## src/rtl/apb_mon_pkg.sv

```systemverilog
package apb_mon_pkg;

  localparam int RULE_CNT  = 6;
  localparam int RULE_ID_W = 3;

  // Rule numbering sets the reporting priority: the lowest number wins.
  localparam int RL_HOLD     = 0;
  localparam int RL_ENABLE   = 1;
  localparam int RL_MULTISEL = 2;
  localparam int RL_TIMEOUT  = 3;
  localparam int RL_ERRPOS   = 4;
  localparam int RL_B2B      = 5;

  typedef enum logic [1:0] {
    PH_IDLE   = 2'd0,
    PH_SETUP  = 2'd1,
    PH_ACCESS = 2'd2
  } phase_t;

  function automatic logic [RULE_ID_W-1:0] lowest_rule(input logic [RULE_CNT-1:0] hits);
    logic [RULE_ID_W-1:0] id;
    id = '0;
    for (int i = RULE_CNT - 1; i >= 0; i--) begin
      if (hits[i]) id = RULE_ID_W'(i);
    end
    return id;
  endfunction

endpackage

```

## src/rtl/apb_mon_phase.sv

```systemverilog
module apb_mon_phase
  import apb_mon_pkg::*;
(
  input  logic   clk,
  input  logic   rst_n,
  input  logic   any_sel,
  input  logic   enable,
  input  logic   ready,
  output phase_t st_q,
  output logic   done_q,
  output logic   chk_en
);

  logic   armed_q;
  logic   setup_now;
  phase_t st_d;

  assign setup_now = any_sel & ~enable;
  // Checking begins with the first setup cycle observed after reset.
  assign chk_en    = armed_q | setup_now;

  always_comb begin
    if (!chk_en || !any_sel) st_d = PH_IDLE;
    else if (!enable)        st_d = PH_SETUP;
    else if (ready)          st_d = PH_IDLE;
    else                     st_d = PH_ACCESS;
  end

  always_ff @(posedge clk or negedge rst_n) begin
    if (!rst_n) begin
      st_q    <= PH_IDLE;
      done_q  <= 1'b0;
      armed_q <= 1'b0;
    end else begin
      st_q    <= st_d;
      done_q  <= chk_en & any_sel & enable & ready;
      armed_q <= chk_en;
    end
  end

endmodule

```

## src/rtl/apb_mon_hold.sv

```systemverilog
module apb_mon_hold #(
  parameter int ADDR_W = 12,
  parameter int DATA_W = 32,
  parameter int STRB_W = 4
) (
  input  logic              clk,
  input  logic              rst_n,
  input  logic              capture,
  input  logic              compare,
  input  logic [ADDR_W-1:0] addr,
  input  logic              write,
  input  logic [DATA_W-1:0] wdata,
  input  logic [STRB_W-1:0] strb,
  output logic              mismatch
);

  localparam int FIELD_W = ADDR_W + 1 + DATA_W + STRB_W;

  logic [FIELD_W-1:0] live;
  logic [FIELD_W-1:0] held_q;

  assign live     = {addr, write, wdata, strb};
  assign mismatch = compare & (live != held_q);

  always_ff @(posedge clk or negedge rst_n) begin
    if (!rst_n)       held_q <= '0;
    else if (capture) held_q <= live;
  end

endmodule

```

## src/rtl/apb_mon_wait_timer.sv

```systemverilog
module apb_mon_wait_timer #(
  parameter  int LIMIT = 8,
  localparam int CW    = $clog2(LIMIT + 2)
) (
  input  logic          clk,
  input  logic          rst_n,
  input  logic          waiting,
  output logic [CW-1:0] cnt_q,
  output logic          expired
);

  // Counts up while waiting and stops at LIMIT+1, so a hang is reported once.
  function automatic logic [CW-1:0] sat_step(input logic [CW-1:0] c);
    if (c >= CW'(LIMIT + 1)) return c;
    return c + 1'b1;
  endfunction

  assign expired = waiting & (cnt_q == CW'(LIMIT));

  always_ff @(posedge clk or negedge rst_n) begin
    if (!rst_n)       cnt_q <= '0;
    else if (waiting) cnt_q <= sat_step(cnt_q);
    else              cnt_q <= '0;
  end

endmodule

```

## src/rtl/apb_rule_monitor.sv

```systemverilog
module apb_rule_monitor
  import apb_mon_pkg::*;
#(
  parameter int SEL_W    = 4,
  parameter int ADDR_W   = 12,
  parameter int DATA_W   = 32,
  parameter int MAX_WAIT = 8
) (
  input  logic                   clk,
  input  logic                   rst_n,
  input  logic [SEL_W-1:0]       req_sel,
  input  logic                   req_enable,
  input  logic [ADDR_W-1:0]      req_addr,
  input  logic                   req_write,
  input  logic [DATA_W-1:0]      req_wdata,
  input  logic [DATA_W/8-1:0]    req_strb,
  input  logic                   cpl_ready,
  input  logic                   cpl_err,
  output logic [RULE_CNT-1:0]    viol_sticky,
  output logic                   viol_pulse,
  output logic [RULE_ID_W-1:0]   viol_id
);

  localparam int STRB_W  = DATA_W / 8;
  localparam int WAIT_CW = $clog2(MAX_WAIT + 2);

  function automatic logic sel_conflict(input logic [SEL_W-1:0] s);
    return (s & (s - 1'b1)) != '0;
  endfunction

  // Named events, brought out for the checker.
  logic               any_sel;
  logic               access_now;
  logic               complete_now;
  logic               waiting;
  logic               chk_en;
  logic               done_q;
  logic               phase_open;
  logic               hold_mismatch;
  logic               timer_expired;
  logic [WAIT_CW-1:0] wait_cnt;
  phase_t             st_q;
  logic [RULE_CNT-1:0] rule_raw;
  logic [RULE_CNT-1:0] rule_fire;

  assign any_sel      = |req_sel;
  assign access_now   = any_sel & req_enable;
  assign complete_now = access_now & cpl_ready;
  assign waiting      = chk_en & access_now & ~cpl_ready;
  assign phase_open   = (st_q != PH_IDLE);

  apb_mon_phase u_phase (
    .clk     (clk),
    .rst_n   (rst_n),
    .any_sel (any_sel),
    .enable  (req_enable),
    .ready   (cpl_ready),
    .st_q    (st_q),
    .done_q  (done_q),
    .chk_en  (chk_en)
  );

  apb_mon_hold #(
    .ADDR_W (ADDR_W),
    .DATA_W (DATA_W),
    .STRB_W (STRB_W)
  ) u_hold (
    .clk      (clk),
    .rst_n    (rst_n),
    .capture  (any_sel & ~phase_open),
    .compare  (any_sel & phase_open),
    .addr     (req_addr),
    .write    (req_write),
    .wdata    (req_wdata),
    .strb     (req_strb),
    .mismatch (hold_mismatch)
  );

  apb_mon_wait_timer #(
    .LIMIT (MAX_WAIT)
  ) u_timer (
    .clk     (clk),
    .rst_n   (rst_n),
    .waiting (waiting),
    .cnt_q   (wait_cnt),
    .expired (timer_expired)
  );

  always_comb begin
    rule_raw              = '0;
    rule_raw[RL_HOLD]     = hold_mismatch;
    rule_raw[RL_ENABLE]   = (req_enable & ~any_sel)
                          | (access_now & (st_q == PH_IDLE) & ~done_q);
    rule_raw[RL_MULTISEL] = sel_conflict(req_sel);
    rule_raw[RL_TIMEOUT]  = timer_expired;
    rule_raw[RL_ERRPOS]   = cpl_err & ~complete_now;
    rule_raw[RL_B2B]      = done_q & access_now;
  end

  assign rule_fire = chk_en ? rule_raw : '0;

  always_ff @(posedge clk or negedge rst_n) begin
    if (!rst_n) begin
      viol_sticky <= '0;
      viol_pulse  <= 1'b0;
      viol_id     <= '0;
    end else begin
      viol_sticky <= viol_sticky | rule_fire;
      viol_pulse  <= |rule_fire;
      viol_id     <= lowest_rule(rule_fire);
    end
  end

endmodule

```

## config.mk

```make
export PLATFORM = sky130hd
export DESIGN_NAME = apb_rule_monitor
export DESIGN_NICKNAME = d
export VERILOG_FILES = /design/src/rtl/apb_mon_pkg.sv /design/src/rtl/apb_mon_phase.sv /design/src/rtl/apb_mon_hold.sv /design/src/rtl/apb_mon_wait_timer.sv /design/src/rtl/apb_rule_monitor.sv
export SDC_FILE = /design/constraint.sdc
export NUM_CORES = 1
export LEC_CHECK = 0
export BUFFER_PORTS_ARGS = -buffer_cell sky130_fd_sc_hd__buf_2
export CORE_MARGIN = 1.5
export CORE_UTILIZATION = 55
export CTS_CLUSTER_SIZE = 10
export DETAILED_ROUTE_END_ITERATION = 6
export MAX_ROUTING_LAYER = met4
export PLACE_DENSITY = 0.8
export SLEW_MARGIN = 10
export SYNTH_ARGS = -nofsm -noshare
export SYNTH_HDL_FRONTEND = slang
export SYNTH_SLANG_ARGS = --single-unit
```

## constraint.sdc

```tcl
create_clock -name clk -period 3.8 [get_ports clk]
set_clock_uncertainty 0.05 [all_clocks]
set_input_delay 0.38 -clock clk [delete_from_list [all_inputs] [get_ports clk]]
set_output_delay 0.38 -clock clk [all_outputs]
set_load 0.005 [all_outputs]
```

==> results of run 1 <==
-- flip-flops by register name, indices dropped and copies added, names as in the netlist --
name	count
viol_id	3
u_hold.held_q	49
u_phase.armed_q	1
viol_sticky	6
u_phase.st_q	2
viol_pulse	1
u_timer.cnt_q	4
u_phase.done_q	1
-- per-layer routing --
layer | routed length [um] | vias to the layer above | part of all wire [%] | global-route usage [%]
li1 | - | 1015 | - | -
met1 | 2660 | 1047 | 45 | 24.8
met2 | 2810 | 59 | 48 | 34.1
met3 | 228 | 16 | 3.9 | 4.57
met4 | 174 | 0 | 3.0 | 12.1
met5 | 0 | - | 0 | -
-- final cells by class --
class | instances | area (um2)
clock buffer | 12 | 135
clock inverter | 3 | 40.0
fill | 438 | 1800
inverter | 5 | 18.8
multi-input combinational | 171 | 1490
sequential | 67 | 1680
tap | 72 | 90.1
timing repair buffer | 70 | 358
-- report_power, final --
group	total, mW	internal, mW	switching (mW)	leakage [nW]
clock	0.548	0.298	0.250	0.0902
combinational	0.313	0.189	0.124	0.796
sequential	0.859	0.800	0.0593	0.780
total	1.72	1.29	0.434	1.67
-- critical path: stages --
cell and delay (ns):
buf_2 0.13, nor4_4 0.44, or3_2 0.67, buf_4 0.34
mux2_2 0.35
-- per-stage QoR --
step / util [%] / area, um2
global route: 68.0 / 3810
global placement: 64.8 / 3640
floorplan: - / 3260
CTS: 68.0 / 3810
detailed placement: 64.8 / 3640
finish: 68.0 / 3810
-- cell usage after synthesis (2+ instances only) --
master,instances
nand3_1,2
xor2_1,3
o21bai_1,3
inv_1,5
dfrtp_1,67
nor2_1,9
nor4_1,2
nand4_1,12
xnor2_1,48
nand2_1,3
o21ai_0,5
buf_6,2
ha_1,3
a21oi_1,3
buf_4,3
or2_2,2
nand2b_1,5
mux2_2,39
nor3_1,4
mux2_4,10
or3_1,3
-- cell families after synthesis --
family | after synthesis | synth area share [%]
fa+ha+maj | 4 | 1.46
flops | 67 | 51.5
compound gates | 18 | 3.61
mux | 49 | 18.1
simple gates | 49 | 8.91
buf+inv | 12 | 2.73
xor+xnor | 51 | 13.7
-- worst paths after layout --
path / cells after the start / start / endpoint
worst max-delay path: 5 / req_sel[0] / u_hold.held_q[14]
worst min-delay path: 1 / rst_n / u_hold.held_q[36]
worst max register to register: 3 / u_phase.st_q[1] / u_hold.held_q[37]
worst min register to register: 1 / viol_sticky[3] / viol_sticky[3]
max in group asynchronous: 2 / rst_n / u_hold.held_q[40]
min in group clk: 2 / req_wdata[19] / u_hold.held_q[23]
==> impl_metrics.py, run 1 <==
metrics = {
    "status": {
        "status": "finished, final reports clean",
    },
    "global_route": {
        "grt_max_degree": 47,
        "grt_pass1_vias": 2218,
        "grt_first_pass_wirelength_mm": 9.77,
        "overflow": 0,
        "grt_use_total_pct": 21.3,
        "antenna_found_initial": 0,
    },
    "clocking": {
        "clk_pin_slew_ns": 0.07,
        "holdBufCountCts": 0,
        "clk-insertion-delay-late_ns": 0.34,
        "cts_buffer_depth": 2,
        "clock-sinks": 67,
        "cts_resized": 0,
        "post-cts-setup-buffer-count": 0,
        "h-tree-depth": 3,
        "numCtsBuffers": 9,
        "cts_tree": "built",
        "cts-root-buf": "clkbuf_8",
    },
    "synth": {
        "syn_inst": 250,
        "synth_edf_count": 0,
        "syn_area_um2": 3260,
        "yosys_register_bits": 67,
        "seq_area_frac_synth_pct": 51.5,
        "syn-num-nets": 311,
        "synthArstFlopShare_pct": 100,
        "synth_top_cell_by_area": "dfrtp_1",
        "synth_top_area_share_pct": 51.5,
        "netlist_top_cells_area": "dfrtp_1 51%, mux2_2 13%, xnor2_1 13%",
        "yosys_warnings": 0,
        "synth.avg_cell_area_um2": 13.0,
        "ys_types": 38,
        "ys.flop_type": "dfrtp_1",
    },
    "floorplan": {
        "die_h_um": 80.0,
        "fp.dieW_um": 80.0,
        "num_rows": 27,
        "initial_core_util_pct": 58.1,
        "pin_count": 68,
        "design.die.area_um2": 6390,
        "coreArea_um2": 5610,
    },
    "timing": {
        "hold_slack_ns": 0.159,
        "final_hold_viol_count": 0,
        "setup_tns_ns": 0,
        "tightest_slew_ns": 1.01,
        "post-route-min-period_ns": 2.15,
        "finalSetupViolCount": 0,
        "period_share_pct": 56.6,
        "drv_slew": 0,
        "relSlewSlack_pct": 33.0,
        "fin_ws_ns": 1.65,
        "rsz0062_at_grt": "false",
        "fmax_mhz": 465,
    },
    "setup_path": {
        "criticalPathCategory": "primary input to flop",
        "cp.required_ns": 3.97,
        "setup.worst_path.end_class": "flop",
        "worstPathArrival_ns": 2.32,
        "start_kind": "primary input",
        "critPathMaxFanout": 29,
        "ff2ff_setup_slack_ns": 1.78,
    },
    "final_layout": {
        "instances_no_fill": 400,
        "drive_gt1_share_pct": 41.2,
        "nets": 385,
        "final_cell_mix": "67 x buf_2, 67 x dfrtp_1, 48 x xnor2_1",
        "area_delta_synth_final_pct": 17.0,
        "diodes": 0,
    },
    "routing": {
        "initialDrtViolationCount": 77,
        "drc": 0,
        "firstDrtPassIters": 4,
        "vias": 2137,
        "via_per_inst": 5.34,
        "wl_mm": 5.87,
        "wl_per_cell_um": 14.7,
        "postRouteAntennaNets": 0,
    },
    "place": {
        "placement.io_buffers": 67,
        "gp_congestion": 0.766,
        "pre_cts_ws_ns": 1.29,
        "dpl.hpwl_mm": 4.34,
        "place_inst": 385,
    },
    "pwr": {
        "peakVddDrop_v": 0.000259,
        "power_mw": 1.72,
        "p_leak_nw": 1.67,
        "cellPowerDensity_nw_per_um2": 451,
    },
    "run": {
        "max_cap_viol_count": 0,
    },
    "worst_hold_path": {
        "hp-class": "primary input to asynchronous set/reset pin",
    },
}
Note: power is estimated with default switching activity, not from simulation.
==> run 2: changes to the inputs <==
CORE_UTILIZATION = 49   (was 55)
PLACE_DENSITY = 0.76   (was 0.8)
clock period = 1.8 ns   (was 3.8 ns; I/O delays follow)
==> run 2 against run 1 <==
  * Worst setup slack lost 1.5 ns
  * Count of clock-buffer cells in the layout is 3 lower
  * Design area up 4.2%
  * Sequential share of layout area decreased by 1.8 points
  * Non-clock buffer count is 3 higher
  * Worst hold slack got worse by 0.13 ns
  * Sequential cell count did not move
  * Largest cell class unchanged
==> impl_metrics.py, run 2 (synthesized netlist as in run 1, its figures left out) <==
metrics = {
    "routing": {
        "wl_per_cell_um": 14.3,
        "wl_mm": 5.86,
        "vias": 2091,
        "drc": 0,
        "postRouteAntennaNets": 0,
        "firstDrtPassIters": 4,
        "via_per_inst": 5.11,
        "initialDrtViolationCount": 111,
    },
    "pwr": {
        "p_leak_nw": 1.74,
        "comb_power_share_pct": 16.4,
        "power.share.sequential_pct": 43.9,
        "cellPowerDensity_nw_per_um2": 1040,
        "peakVddDrop_v": 0.000773,
        "p_sw_mw": 0.963,
        "clkPwrFrac_pct": 39.6,
        "p_int_mw": 3.16,
        "swShare_pct": 23.4,
    },
    "timing": {
        "post-route-min-period_ns": 1.65,
        "finalSetupViolCount": 0,
        "period_share_pct": 91.6,
        "tightest_slew_ns": 0.448,
        "drv_slew": 0,
        "final_hold_viol_count": 0,
        "fmax_mhz": 606,
        "relSlewSlack_pct": 69.8,
    },
    "setup_path": {
        "worstPathArrival_ns": 1.82,
        "cp.required_ns": 1.97,
        "setup.worst_path.end_class": "flop",
        "start_kind": "flop",
        "critPathMaxFanout": 49,
        "criticalPathCategory": "flop to flop",
    },
    "clocking": {
        "clk-insertion-delay-late_ns": 0.34,
        "clk_pin_slew_ns": 0.08,
        "h-tree-depth": 3,
        "clock-sinks": 67,
        "cts_buffer_depth": 2,
        "cts-root-buf": "clkbuf_8",
        "numCtsBuffers": 9,
        "cts_tree": "built",
        "post-cts-setup-buffer-count": 0,
    },
    "final_layout": {
        "largest_reg_flops": 49,
        "final_cell_mix": "67 x buf_2, 67 x dfrtp_1, 48 x xnor2_1",
        "regMostFlops": "u_hold.held_q",
        "diodes": 0,
        "drive_gt1_share_pct": 42.8,
        "nets": 388,
        "final_util_pct": 62.2,
        "area_delta_synth_final_pct": 21.9,
        "fillers": 509,
        "top_regs": "u_hold.held_q (49), viol_sticky (6), u_timer.cnt_q (4)",
        "fin_area_um2": 3970,
    },
    "status": {
        "status": "finished, final reports clean",
    },
    "floorplan": {
        "initial_core_util_pct": 51.0,
        "design.die.area_um2": 7140,
        "num_rows": 29,
        "die_h_um": 84.5,
        "fp.dieW_um": 84.5,
        "coreArea_um2": 6390,
        "pin_count": 68,
    },
    "global_route": {
        "grt_use_total_pct": 18.1,
        "overflow": 0,
        "grt_first_pass_wirelength_mm": 9.60,
        "grt_max_degree": 68,
        "antenna_found_initial": 0,
        "grt_pass1_vias": 2145,
    },
    "place": {
        "postPlaceCellArea_um2": 3680,
        "gp_congestion": 0.798,
        "placement.io_buffers": 67,
        "dpl.hpwl_mm": 4.21,
    },
    "run": {
        "max_cap_viol_count": 0,
    },
    "worst_hold_path": {
        "hp-class": "primary input to flop",
    },
}
-- run 2: final timing paths --
kind / depth (start not counted) / slack, ns / startpoint / end
max reg2reg: 3 / 0.15 / u_phase.st_q[1] / u_hold.held_q[35]
max: 3 / 0.15 / u_phase.st_q[1] / u_hold.held_q[35]
min in group asynchronous: 3 / 0.35 / rst_n / u_hold.held_q[48]
min reg2reg: 1 / 0.41 / viol_sticky[2] / viol_sticky[2]
min: 2 / 0.03 / req_enable / u_phase.st_q[0]
max in group asynchronous: 3 / 1.08 / rst_n / u_hold.held_q[30]
-- run 2: layout make-up --
cell class | count | area [um2] | share of cell area, %
Sequential cell | 67 | 1680 | 42.2
Multi-Input combinational cell | 171 | 1510 | 38.0
Timing Repair Buffer | 73 | 408 | 10.3
Clock inverter | 7 | 140 | 3.53
Clock buffer | 9 | 124 | 3.12
Tap cell | 77 | 96.3 | 2.43
Inverter | 5 | 18.8 | 0.473
-- run 2: metrics by stage --
| step | setup WS [ns] | setup TNS [ns] | power, mW | hold slack (ns) | std cells |
|---|---|---|---|---|---|
| after CTS | 0.0234 | 0 | 4.16 | 0.00305 | 409 |
| after floorplan | 0.207 | 0 | 2.31 | -0.166 | 250 |
| final | 0.151 | 0 | 4.12 | 0.0260 | 409 |
| after detailed placement | 0.0442 | 0 | 2.52 | 0.175 | 392 |
| after global routing | -0.00139 | -0.00139 | 4.31 | 0.0191 | 409 |
| after global placement | 0.0894 | 0 | 2.49 | 0.179 | 392 |
-- run 2: power by group through the flow --
stage	sequential (mW)	combinational, mW	clock (mW)
after floorplan	1.81	0.494	0
after global placement	1.82	0.665	0
after detailed placement	1.84	0.680	0
after CTS	1.81	0.686	1.66
after global routing	1.83	0.749	1.74
final	1.81	0.677	1.63
-- run 2: critical path, stage by stage, from the launching register on --
cell     delay (ns)
dfrtp_1        0.39
or3_2          0.51
buf_12         0.21
mux2_4         0.33
-- run 2: repair_timing --
action | 4_1_cts | 5_1_grt
endpoints found under the hold margin | 67 | 0
hold buffers | 1 | 0
setup endpoints to repair | 0 | 5
resized for setup | 0 | 2
-- run 2: per-layer routing --
| layer | up-vias | share of wire, % | track usage [%] |
|---|---|---|---|
| met5 | - | 0 | - |
| met4 | 0 | 1.8 | 9.09 |
| met3 | 10 | 3.5 | 4.33 |
| met2 | 42 | 51 | 29.1 |
| met1 | 1011 | 44 | 21.2 |
| li1 | 1028 | - | - |
==> run 3: changes to the inputs <==
CORE_UTILIZATION = 54   (was 49)
PLACE_DENSITY = 0.79   (was 0.76)
clock period = 1.7 ns   (was 1.8 ns; I/O delays follow)
==> run 3 against run 2 <==
  * Routed wire length fell by 1.2%
  * Non-clock buffer count rose by 3
  * Largest cell class unchanged
  * Sequential share of layout area rose by 0.31 points
  * Sequential cell count did not move
  * Largest power group unchanged
  * Via count rose by 2.0%
  * Critical path depth rose by 3
  * Design area fell by 0.72%
==> impl_metrics.py, run 3 (synthesized netlist as in run 1, its figures left out) <==
metrics = {
    "timing": {
        "period_share_pct": 98.9,
        "fmax_mhz": 595,
        "drv_slew": 0,
        "post-route-min-period_ns": 1.68,
        "finalSetupViolCount": 0,
        "final_hold_viol_count": 0,
        "relSlewSlack_pct": 74.9,
        "hold_slack_ns": 0.0434,
        "rsz0062_at_grt": "true",
        "tightest_slew_ns": 0.376,
    },
    "worst_hold_path": {
        "hp-class": "primary input to flop",
        "hold_path_depth": 2,
    },
    "clocking": {
        "h-tree-depth": 3,
        "post-cts-setup-buffer-count": 0,
        "cts_buffer_depth": 2,
        "clock-sinks": 67,
        "cts_tree": "built",
        "cts-root-buf": "clkbuf_8",
        "clk_pin_slew_ns": 0.06,
        "numCtsBuffers": 9,
        "clk-insertion-delay-late_ns": 0.33,
    },
    "floorplan": {
        "design.die.area_um2": 6510,
        "pin_count": 68,
        "coreArea_um2": 5890,
        "die_h_um": 80.7,
        "num_rows": 28,
        "initial_core_util_pct": 55.3,
        "fp.dieW_um": 80.7,
    },
    "final_layout": {
        "instances_no_fill": 409,
        "top_regs": "u_hold.held_q (49), viol_sticky (6), u_timer.cnt_q (4)",
        "fin_area_um2": 3940,
        "diodes": 0,
        "largest_reg_flops": 49,
        "regMostFlops": "u_hold.held_q",
        "drive_gt1_share_pct": 42.5,
        "area_delta_synth_final_pct": 21.1,
        "nets": 391,
        "final_cell_mix": "67 x buf_2, 67 x dfrtp_1, 48 x xnor2_1",
    },
    "routing": {
        "firstDrtPassIters": 5,
        "postRouteAntennaNets": 0,
        "vias": 2132,
        "drc": 0,
        "via_per_inst": 5.21,
        "wl_mm": 5.79,
        "initialDrtViolationCount": 68,
        "wl_per_cell_um": 14.2,
    },
    "pwr": {
        "peakVddDrop_v": 0.000567,
        "p_leak_nw": 1.73,
        "cellPowerDensity_nw_per_um2": 1000,
    },
    "place": {
        "dpl.hpwl_mm": 4.26,
        "postPlaceCellArea_um2": 3710,
        "gp_congestion": 0.835,
        "place_inst": 392,
        "placement.io_buffers": 67,
    },
    "setup_path": {
        "worstPathArrival_ns": 1.85,
        "reg2regPathDepth": 6,
        "start_kind": "flop",
        "critPathMaxFanout": 3,
        "cp.required_ns": 1.87,
        "setup.worst_path.end_class": "flop",
        "criticalPathCategory": "flop to flop",
    },
    "global_route": {
        "grt_pass1_vias": 2215,
        "grt_first_pass_wirelength_mm": 9.71,
        "overflow": 0,
        "grt_use_total_pct": 20.7,
        "antenna_found_initial": 0,
        "grt_max_degree": 68,
    },
    "status": {
        "status": "finished, final reports clean",
    },
    "run": {
        "max_cap_viol_count": 0,
    },
}
-- run 3: cell types whose count changed in the layout (fill, tap and decap cells not counted), sizes merged --
| cell | previous run | this run |
|---|---|---|
| buf | 72 | 74 |
| clkinvlp | 2 | 0 |
| bufinv | 4 | 1 |
| dlygate4sd3 | 1 | 2 |
| clkbuf | 9 | 13 |
-- run 3: layer usage --
metal | global-route usage (%) | part of all wire, %
met5 | - | 0
met4 | 10.5 | 1.9
met3 | 4.09 | 3.0
met2 | 33.8 | 52
met1 | 24.5 | 44
-- run 3: layout make-up --
cell class	instances	area, um2
timing repair buffer	76	445
sequential	67	1680
clock inverter	2	35.0
tap	75	93.8
multi-input combinational	171	1510
inverter	5	18.8
fill	454	1940
clock buffer	13	159
-- run 3: critical path, stage by stage, from the launching register on --
cell and delay [ns]:
dfrtp_1 0.39, xnor2_1 0.16, nand4_1 0.18, nor4_4 0.31
buf_4 0.15, nand4_1 0.13, a21o_1 0.20
-- run 3: repair_timing --
action,in CTS,in global routing
pin swaps,3,5
resized for setup,1,3
endpoints found under the hold margin,68,0
hold buffers,2,0
endpoints found under the setup margin,5,6
-- run 3: path summary, 6_finish.rpt --
kind / from / to / slack (ns)
hold / removal: req_wdata[2] / u_hold.held_q[6] / 0.04
max in group asynchronous: rst_n / u_hold.held_q[46] / 0.98
hold reg to reg: viol_sticky[2] / viol_sticky[2] / 0.41
min in group asynchronous: rst_n / u_hold.held_q[33] / 0.33
setup / recovery: u_hold.held_q[46] / viol_sticky[0] / 0.02
setup reg to reg: u_hold.held_q[46] / viol_sticky[0] / 0.02
-- run 3: per-stage QoR --
| step | worst slack (ns) | setup TNS (ns) | power (mW) | utilization, % |
|---|---|---|---|---|
| finish | 0.0185 | 0 | 3.95 | 67.0 |
| detailed placement | -0.107 | -0.305 | 2.68 | 63.0 |
| CTS | 0.00599 | 0 | 3.99 | 66.7 |
| global placement | -0.0148 | -0.0148 | 2.64 | 63.0 |
| global route | -0.142 | -0.562 | 4.15 | 67.0 |
| floorplan | 0.107 | 0 | 2.44 | - |
-- run 3: report_power, final --
part	total [mW]	switching, mW	internal, mW
registers	1.92	0.130	1.79
clock network	1.30	0.547	0.749
logic	0.734	0.291	0.444
total	3.95	0.967	2.98
